==> src/rtl/sgate_pkg.sv <==
// Shared command codes, protect-bit operations and the verdict record
// passed from the decision logic to the state registers.
package sgate_pkg;

    typedef enum logic [3:0] {
        K_NONE   = 4'd0,
        K_WREN   = 4'd1,
        K_WRDI   = 4'd2,
        K_PROG   = 4'd3,
        K_ER_S   = 4'd4,
        K_ER_M   = 4'd5,
        K_ER_L   = 4'd6,
        K_CHIP   = 4'd7,
        K_PROT   = 4'd8,
        K_UNPROT = 4'd9,
        K_GSET   = 4'd10,
        K_QUERY  = 4'd11
    } kind_e;

    typedef enum logic [2:0] {
        P_KEEP   = 3'd0,
        P_SET1   = 3'd1,
        P_CLR1   = 3'd2,
        P_SETALL = 3'd3,
        P_CLRALL = 3'd4
    } pop_e;

    typedef struct packed {
        logic go;
        logic abort;
        logic wel_set;
        logic wel_clr;
        logic busy_set;
        logic query;
        pop_e pop;
    } verdict_t;

endpackage

==> src/rtl/sgate_judge.sv <==
// Combinational permission decision for one command strobe.
// Assumes: the strobe lasts one cycle; the protect vector and latch are the
// registered values of the current cycle.
module sgate_judge
    import sgate_pkg::*;
#(
    parameter int ADDR_W     = 24,
    parameter int ARRAY_BITS = 20,
    parameter int SECT_W     = 4,
    parameter int ER_S_BITS  = 12,
    parameter int ER_M_BITS  = 15,
    parameter int ER_L_BITS  = 16
) (
    input  logic                    valid,
    input  kind_e                   kind,
    input  logic [ADDR_W-1:0]       addr,
    input  logic                    trunc,
    input  logic                    gbl,
    input  logic                    wel,
    input  logic                    busy,
    input  logic                    wp_n,
    input  logic [(1<<SECT_W)-1:0]  prot,
    output verdict_t                v,
    output logic [ADDR_W-1:0]       go_addr
);
    localparam int SECT_LSB = ARRAY_BITS - SECT_W;
    localparam logic [ADDR_W-1:0] ONE    = ADDR_W'(1);
    localparam logic [ADDR_W-1:0] MASK_S = ~((ONE << ER_S_BITS) - ONE);
    localparam logic [ADDR_W-1:0] MASK_M = ~((ONE << ER_M_BITS) - ONE);
    localparam logic [ADDR_W-1:0] MASK_L = ~((ONE << ER_L_BITS) - ONE);

    logic              sect_hit;
    logic [ADDR_W-1:0] arr_addr;

    assign sect_hit = prot[addr[SECT_LSB +: SECT_W]];
    assign arr_addr = {{(ADDR_W-ARRAY_BITS){1'b0}}, addr[ARRAY_BITS-1:0]};

    // Decide grant, refusal and side effects for the current strobe.
    always_comb begin
        v     = '0;
        v.pop = P_KEEP;
        if (valid && !busy) begin
            unique case (kind)
                K_WREN:  v.wel_set = !trunc;
                K_WRDI:  v.wel_clr = !trunc;
                K_PROG, K_ER_S, K_ER_M, K_ER_L: begin
                    if (trunc || !wel || sect_hit) begin
                        v.abort   = 1'b1;
                        v.wel_clr = 1'b1;
                    end else begin
                        v.go       = 1'b1;
                        v.busy_set = 1'b1;
                    end
                end
                K_CHIP: begin
                    if (trunc || !wel || (|prot)) begin
                        v.abort   = 1'b1;
                        v.wel_clr = 1'b1;
                    end else begin
                        v.go       = 1'b1;
                        v.busy_set = 1'b1;
                    end
                end
                K_PROT, K_UNPROT, K_GSET: begin
                    v.wel_clr = 1'b1;
                    if (trunc || !wel || !wp_n) begin
                        v.abort = 1'b1;
                    end else begin
                        v.go = 1'b1;
                        if (kind == K_PROT)        v.pop = P_SET1;
                        else if (kind == K_UNPROT) v.pop = P_CLR1;
                        else if (gbl)              v.pop = P_SETALL;
                        else                       v.pop = P_CLRALL;
                    end
                end
                K_QUERY: v.query = !trunc;
                default: v = v;
            endcase
        end
    end

    // Align the start address handed to the sequencer.
    always_comb begin
        unique case (kind)
            K_ER_S:  go_addr = arr_addr & MASK_S;
            K_ER_M:  go_addr = arr_addr & MASK_M;
            K_ER_L:  go_addr = arr_addr & MASK_L;
            K_CHIP:  go_addr = '0;
            default: go_addr = arr_addr;
        endcase
    end
endmodule

==> src/rtl/sgate_wel.sv <==
// Write-enable latch and busy flag.
// Assumes: busy_set is only asserted while busy is low.
module sgate_wel (
    input  logic clk,
    input  logic rst_n,
    input  logic wel_set,
    input  logic wel_clr,
    input  logic busy_set,
    input  logic done,
    output logic wel,
    output logic busy
);
    // Latch: cleared by a refusal, an instant grant or the end of a cycle.
    always_ff @(posedge clk) begin
        if (!rst_n)                   wel <= 1'b0;
        else if (wel_clr || (done && busy)) wel <= 1'b0;
        else if (wel_set)             wel <= 1'b1;
    end

    // Busy: set on a granted array cycle, cleared on sequencer completion.
    always_ff @(posedge clk) begin
        if (!rst_n)        busy <= 1'b0;
        else if (busy_set) busy <= 1'b1;
        else if (done)     busy <= 1'b0;
    end
endmodule

==> src/rtl/sgate_prot.sv <==
// Per-sector protect register; one bit per sector, all set at reset.
// Assumes: idx is valid whenever pop names a single sector.
module sgate_prot
    import sgate_pkg::*;
#(
    parameter int SECT_W = 4
) (
    input  logic                   clk,
    input  logic                   rst_n,
    input  pop_e                   pop,
    input  logic [SECT_W-1:0]      idx,
    output logic [(1<<SECT_W)-1:0] prot
);
    localparam int NSECT = 1 << SECT_W;

    for (genvar i = 0; i < NSECT; i++) begin : g_bit
        // Update one sector bit from a single or global operation.
        always_ff @(posedge clk) begin
            if (!rst_n) prot[i] <= 1'b1;
            else begin
                unique case (pop)
                    P_SETALL: prot[i] <= 1'b1;
                    P_CLRALL: prot[i] <= 1'b0;
                    P_SET1:   if (idx == SECT_W'(i)) prot[i] <= 1'b1;
                    P_CLR1:   if (idx == SECT_W'(i)) prot[i] <= 1'b0;
                    default:  prot[i] <= prot[i];
                endcase
            end
        end
    end
endmodule

==> src/rtl/sgate.sv <==
// Top: permission gate for program, erase and protection commands.
// Assumes: one decoded command per cmd_valid pulse; seq_done pulses once
// per granted array cycle. All outputs are registered.
module sgate
    import sgate_pkg::*;
#(
    parameter int ADDR_W     = 24,
    parameter int ARRAY_BITS = 20,
    parameter int SECT_W     = 4,
    parameter int ER_S_BITS  = 12,
    parameter int ER_M_BITS  = 15,
    parameter int ER_L_BITS  = 16
) (
    input  logic                    clk,
    input  logic                    rst_n,
    input  logic                    cmd_valid,
    input  logic [3:0]              cmd_kind,
    input  logic [ADDR_W-1:0]       cmd_addr,
    input  logic                    cmd_trunc,
    input  logic                    gbl_protect,
    input  logic                    seq_done,
    input  logic                    wp_n,
    output logic                    go_o,
    output logic                    abort_o,
    output logic [3:0]              go_kind_o,
    output logic [ADDR_W-1:0]       go_addr_o,
    output logic                    wel_o,
    output logic                    busy_o,
    output logic [(1<<SECT_W)-1:0]  prot_o,
    output logic [7:0]              prot_byte_o
);
    localparam int SECT_LSB = ARRAY_BITS - SECT_W;

    kind_e             kind;
    verdict_t          vd;
    logic [ADDR_W-1:0] aligned;

    assign kind = kind_e'(cmd_kind);

    sgate_judge #(
        .ADDR_W(ADDR_W), .ARRAY_BITS(ARRAY_BITS), .SECT_W(SECT_W),
        .ER_S_BITS(ER_S_BITS), .ER_M_BITS(ER_M_BITS), .ER_L_BITS(ER_L_BITS)
    ) u_judge (
        .valid   (cmd_valid),
        .kind    (kind),
        .addr    (cmd_addr),
        .trunc   (cmd_trunc),
        .gbl     (gbl_protect),
        .wel     (wel_o),
        .busy    (busy_o),
        .wp_n    (wp_n),
        .prot    (prot_o),
        .v       (vd),
        .go_addr (aligned)
    );

    sgate_wel u_wel (
        .clk      (clk),
        .rst_n    (rst_n),
        .wel_set  (vd.wel_set),
        .wel_clr  (vd.wel_clr),
        .busy_set (vd.busy_set),
        .done     (seq_done),
        .wel      (wel_o),
        .busy     (busy_o)
    );

    sgate_prot #(.SECT_W(SECT_W)) u_prot (
        .clk   (clk),
        .rst_n (rst_n),
        .pop   (vd.pop),
        .idx   (cmd_addr[SECT_LSB +: SECT_W]),
        .prot  (prot_o)
    );

    // Register the grant/refusal pulses and the grant details.
    always_ff @(posedge clk) begin
        if (!rst_n) begin
            go_o      <= 1'b0;
            abort_o   <= 1'b0;
            go_kind_o <= 4'd0;
            go_addr_o <= '0;
        end else begin
            go_o    <= vd.go;
            abort_o <= vd.abort;
            if (vd.go) begin
                go_kind_o <= cmd_kind;
                go_addr_o <= aligned;
            end
        end
    end

    // Capture the byte view of the queried sector's protect bit.
    always_ff @(posedge clk) begin
        if (!rst_n)        prot_byte_o <= 8'h00;
        else if (vd.query) prot_byte_o <= {8{prot_o[cmd_addr[SECT_LSB +: SECT_W]]}};
    end
endmodule

==> config.mk <==
export PLATFORM = sky130hd
export DESIGN_NAME = sgate
export DESIGN_NICKNAME = d
export VERILOG_FILES = /design/src/rtl/sgate_pkg.sv /design/src/rtl/sgate_judge.sv /design/src/rtl/sgate_wel.sv /design/src/rtl/sgate_prot.sv /design/src/rtl/sgate.sv
export SDC_FILE = /design/constraint.sdc
export NUM_CORES = 1
export LEC_CHECK = 0
export ABC_CLOCK_PERIOD_IN_PS = 5700
export BUFFER_PORTS_ARGS = -buffer_cell sky130_fd_sc_hd__buf_2
export CAP_MARGIN = 20
export CORE_AREA = 5 5 94 61
export DETAILED_ROUTE_END_ITERATION = 12
export DIE_AREA = 0 0 99 66
export PLACE_DENSITY = 0.87
export SYNTH_ARGS = -nofsm -noshare
export SYNTH_HDL_FRONTEND = slang
export SYNTH_SLANG_ARGS = --single-unit
==> constraint.sdc <==
create_clock -name clk -period 5.7 [get_ports clk]
set_clock_uncertainty 0.15 [all_clocks]
set_input_delay 0.57 -clock clk [delete_from_list [all_inputs] [get_ports clk]]
set_output_delay 0.57 -clock clk [all_outputs]
set_load 0.05 [all_outputs]
* Word level (Yosys, flattened, before mapping)
Index checks and enable logic that the tools add are counted.
** Operators by class
- Reduce and logical (&&, ||, !) cells :: 35
- Shift-type cells :: 0
- Multiplexer cells :: 70
- Magnitude comparators :: 1
- Bitwise operators :: 1
- Equal/unequal tests :: 62
- Divide/modulo/power cells :: 0
- Multipliers :: 0
- $add $sub $neg :: 0
** Operator list (number)
- one-hot mux 20 bit (4 select lines) :: 1
- one-hot mux 1 bit (4 select lines) :: 17
- inequality test 2 x 1 -> 1 bit (second input constant) :: 32
- == test 4 bit (second input constant) :: 12
- AND reduction 3 bit :: 16
- two-way mux 1 bit :: 43
- == test 4 x 3 -> 1 bit (second input constant) :: 8
- == test 4 x 2 -> 1 bit (second input constant) :: 4
- OR reduction 16 bit :: 1
- two-way mux 3 bit :: 5
- two-way mux 9 bit :: 1
- == test 4 x 1 -> 1 bit (second input constant) :: 2
- == test 3 x 2 -> 1 bit (second input constant) :: 2
- one-hot mux 2 bit (3 select lines) :: 1
- logical OR 1 bit :: 5
- less-than comparator 4 x 5 -> 1 bit (second input constant) :: 1
- binary-select mux 1 bit (select 4 bit) :: 1
- zero test 1 bit :: 4
- zero test 4 bit :: 1
- nonzero test 4 bit :: 1
- OR reduction 4 bit :: 1
- == test 3 x 1 -> 1 bit (second input constant) :: 1
- == test 3 bit (second input constant) :: 1
- OR reduction 3 bit :: 1
- 6 further kinds :: 7
** Storage, ports and cells
- Word-level logic and storage cells :: 192
- Bits in latches :: 0
- Register bits after elaboration :: 49
- Memory bits (read-only) :: 0
- Input bits :: 35
- RAM bits :: 0
- Output and inout bits :: 56
- Memories kept :: 0

* Longest topological paths before layout
- Depth after elaboration :: 9
- Gate-level depth with buffers :: 9

* Modules after synthesis
Synthesis repeated with hierarchy kept, for this count alone.
** Second synthesis, totals
- Cells, all modules :: 332
- Area total of the unflattened synthesis :: 3036.7 um^2
** By module, submodules not included
- sgate :: seq. area each 620.6 um^2, cells an instance 120, area each 1352.5 um^2, instances 1
- sgate_prot :: seq. area each 320.3 um^2, cells an instance 113, area each 1007.2 um^2, instances 1
- sgate_judge :: seq. area each 0.0 um^2, cells an instance 92, area each 600.6 um^2, instances 1
- sgate_wel :: seq. area each 40.0 um^2, cells an instance 7, area each 76.3 um^2, instances 1

* Worst setup path before layout
Ideal clock, no wire load.
- Path kind :: in2reg
- From :: in cmd_kind[3]
- To :: reg u_prot.prot[2]
- Cell stages on the path :: 7
- Data required time :: 5489 ps
- Path slack :: 3308 ps
- Arrival :: 2181 ps
- Cell sequence :: clkbuf_1 inv_1 nor3_2 mux2i_1 clkbuf_1 mux2i_1 nand2_1
** Between the ends
- Cells in the longest elaborated chain, start to end :: 9
** RTL lines
- from (decl) :: line sgate.sv:17 : input logic [3:0] cmd_kind,
- == test 4 bit :: line sgate_judge.sv:43, sgate_judge.sv:71
- two-way mux 3 bit :: line sgate_judge.sv:71 : else if (kind == K_UNPROT) v.pop = P_CLR1;
- two-way mux 3 bit :: line sgate_judge.sv:70 : if (kind == K_PROT) v.pop = P_SET1;
- two-way mux 3 bit :: line sgate_judge.sv:66 : if (trunc || !wel || !wp_n) begin
- two-way mux 3 bit (*) :: line sgate_judge.sv:43 : unique case (kind)
- two-way mux 9 bit (*) :: line sgate_judge.sv:42 : if (valid && !busy) begin
- == test 3 x 2 -> 1 bit (tied with other cells) :: line sgate_prot.sv:21 : unique case (pop)
- inequality test 2 x 1 -> 1 bit (no line) or nonzero test 4 bit (tied branches)
- AND reduction 3 bit (no line)
- to (signal, indexed assignment) :: line sgate_prot.sv:26 : default: prot[i] <= prot[i];
- to (decl) :: line sgate_prot.sv:12 : output logic [(1<<SECT_W)-1:0] prot
Mark *: on every way between the ends. The rest lies on a longest branch, timed or not.
A chain may end at the register's enable or synchronous reset.

* Worst setup path in the final report
- From :: in cmd_kind[3]
- To :: reg u_prot.prot[11]
Same word-level chain as after synthesis.

==> impl_summary.log <==
INFO  metric finalCritPeriodShare = 0.479
INFO  metric root_buffer = clkbuf_8
INFO  metric nNetsFinal = 393
INFO  metric status = finished, final reports clean
INFO  metric synthCells = 299
INFO  metric dp.final_hpwl = 4.53 mm
INFO  metric drc = 0
INFO  metric p_per_area = 201 nW/µm²
INFO  metric ioPinCount = 91
INFO  metric vdd.ir_drop.worst = 0.0883 mV
INFO  metric layout.filler_cells = 445
INFO  metric synthDominantAreaCellType = dfxtp_1
INFO  metric die_width = 99 µm
INFO  metric post_synth_fa_ha_maj_area_fraction = 0
INFO  metric grt_pass1_vias = 1,990
INFO  metric path_cells = buf_2, inv_1, nor3_2, mux2i_1, buf_4, mux2i_1, nand2_1
INFO  metric cp.arrival = 2.80 ns
INFO  metric place_ws = 2.45 ns
INFO  metric final_critical_path_setup_slack = 2.97 ns
INFO  metric async_reset_ff_frac = 0
INFO  metric first_drt_pass_iteration_count = 7
INFO  metric crit_path_end_kind = flop
INFO  metric syn2layout_area_growth = 16.5%
INFO  metric worst_ep_required_time = 5.77 ns
INFO  metric max_transition_viols_final = 0
INFO  metric grt_setup_unrepaired = false
INFO  metric reg2reg_setup_slack = 3.35 ns
INFO  metric floorplan.die.height = 66 µm
INFO  metric synthMuxAreaShare = 0.114
INFO  metric leakage = 1.17 nW
INFO  metric critical_path_peak_fanout = 17
INFO  metric max-slew-margin-rel = 0.319
INFO  metric synth_enable_flop_cells = 0
INFO  metric postCtsHoldBufs = 0
INFO  metric initial_utilization = 0.499
INFO  metric floorplan_die_area = 6530 µm²
INFO  metric core = 4830 µm²
INFO  metric vias = 2,345
INFO  metric postSynthRegisterBits = 45
INFO  metric number_of_rows_in_the_core_area = 20
INFO  metric buffers_inserted_by_post_cts_timing_repair = 0
INFO  metric synth_cell_type_count = 46
INFO  metric grt_util_all_layers = 0.182
INFO  metric setup_tns = 0 ns
INFO  metric hold_viol = 0
INFO  metric cts-root-to-sink-buffers = 2
INFO  metric ys_dominant_reg_cell = dfxtp_1
INFO  metric clk_transition_reported_paths = 0.08 ns
INFO  metric critPathMostFrequentCell = mux2i_1
INFO  metric numClockSinks = 45
INFO  metric mappedNetlistArea = 2410 µm²
INFO  metric start_to_end_type_of_the_worst_setup_path = in2reg
INFO  metric slew_at_the_pin_closest_to_its_max_slew_limit = 1.02 ns
INFO  metric drv_cap = 0
INFO  metric timing.final.setup_violations = 0
INFO  metric synthSimpleGateAreaFrac = 0.234
INFO  metric synth-seq-area-share = 0.374
INFO  metric synth_xor_area_frac = 0
INFO  metric largest_net_degree_at_the_start_of_global_routing = 57
INFO  metric route.detailed.wl_per_inst = 14.6 µm
INFO  metric detail-route-antenna-nets = 0
INFO  metric detailedRoute.firstIterationViolations = 166
INFO  metric ys_top_cells_by_count = nand2_1 (54), dfxtp_1 (45), a21oi_1 (24), mux2i_1 (24), nor2_1 (16)
INFO  metric synth_top_cell_area_share = 0.374
INFO  metric crit_path_max_incr_delay = 0.79 ns
INFO  metric achievable_freq = 367 MHz
INFO  metric hp-class = reg2reg
INFO  metric wire_length_of_the_first_global_routing_pass = 9.75 mm
INFO  metric synth_most_common_cell = nand2_1
INFO  metric critPathLaunchType = primary input
INFO  metric final_util = 0.582
INFO  metric synth_compound_gate_area_share = 0.184
INFO  metric regToRegStartpoint = u_prot.prot[11]
INFO  metric dominant_combinational_cell_family_by_area_after_synthesis = simple AND/OR/NAND/NOR gates
INFO  metric main_area_contributors_after_synthesis = dfxtp_1 (37%), mux2i_1 (10%), nand2_1 (8.4%), a21oi_1 (5.0%), buf_4 (3.7%)
INFO  metric clock_latency = 0.29 ns
INFO  metric worstHoldStart = go_addr_o[14]
INFO  metric yosys_warnings = 0
INFO  metric tritoncts = done
INFO  metric syn_area_per_cell = 8.06 µm²
INFO  metric tritoncts.num_buffers = 5
INFO  metric initial_antenna_violation_count = 0
INFO  metric place_congestion = 0.919
INFO  metric post_drt_via_cell_ratio = 5.52
INFO  metric routed_wl = 6.20 mm
INFO  metric grt_remaining_overflow = 0
INFO  metric cts-htree-levels = 2
INFO  metric timing.critical_path.from = cmd_kind[3]
INFO  metric antenna-diode-count = 0
INFO  metric io_buffers = 82
INFO  metric post_cts_resize_count = 0
INFO  metric layout_min_cycle_time = 2.73 ns
INFO  metric max_stage_delay_cell_worst_path = nor3_2
INFO  metric layout-drive-gt1-share = 0.281
where the power goes:
group,internal (W),switching [W]
Combinational,0.0000187,0.0000460
Clock,0.0000872,0.0000980
Sequential,0.000314,0.000000321
Total,0.000420,0.000144
cell type report:
type                       count  area [µm²]  area share
multi-input combinational    216        1300       0.462
sequential                    45         901       0.321
timing repair buffer          84         425       0.151
tap                           66        82.6      0.0294
clock buffer                   8        80.1      0.0285
inverter                       6        22.5     0.00802
kinds of logic (layout without fill, tap and decap cells):
family | count (synthesis) | in the layout
and+or+nand+nor | 119 | 119
AOI/OAI and AO/OA | 67 | 67
DFF | 45 | 45
buffers and inverters | 41 | 98
muxes | 26 | 26
other | 1 | 4
layout by cell type (no fill, tap or decap), types with 2 or more instances in the layout:
master / instances
nand4_1: 14
o21ai_2: 7
buf_2: 82
conb_1: 4
nor4_1: 4
a22o_1: 3
nand3_1: 12
nand2_1: 54
inv_1: 6
mux2i_1: 24
a31oi_1: 2
a21oi_1: 24
o21a_1: 2
and4_1: 2
nand2b_1: 3
nor2_1: 16
clkbuf_1: 3
clkbuf_8: 5
nor2b_1: 7
o2111ai_1: 2
buf_4: 2
dfxtp_1: 45
o21ai_0: 13
nor3_1: 2
path summary, 6_finish.rpt:
| kind | to | cells past startpoint |
|---|---|---|
| worst min register to register | go_addr_o[14] | 2 |
| worst max register to register | go_addr_o[15] | 7 |
| worst min-delay path | go_addr_o[14] | 2 |
| worst max-delay path | u_prot.prot[11] | 7 |
per-layer routing:
layer	share of wire	vias to the layer above	wire, µm	global-route usage
met5	0	-	0	0
met3	0.089	2	553	0.0464
li1	-	1158	-	-
met1	0.46	1080	2830	0.253
met2	0.45	105	2790	0.283
met4	0.0044	0	27	0.0426
metrics by stage:
stage	hold WS [ns]	power [W]	std cells	cell area [µm²]
final	0.309	0.000565	425	2810
after global routing	0.342	0.000590	425	2810
after CTS	0.314	0.000568	424	2800
after detailed placement	0.300	0.000385	416	2720
after global placement	0.292	0.000384	416	2720
after floorplan	0.521	0.000371	302	2420
registers in the layout (all words and copies together) (netlist names):
name	count
go_addr_o	20
u_prot.prot	16
go_kind_o	4
abort_o	1
go_o	1
prot_byte_o	1
u_wel.busy	1
u_wel.wel	1
critical path, delay by kind of cell:
kind | cells | cell delay [ns]
AND/OR/NAND/NOR | 2 | 0.88
buffers and inverters | 3 | 0.60
multiplexers | 2 | 0.76
Note: power is estimated with default switching activity, not from simulation.
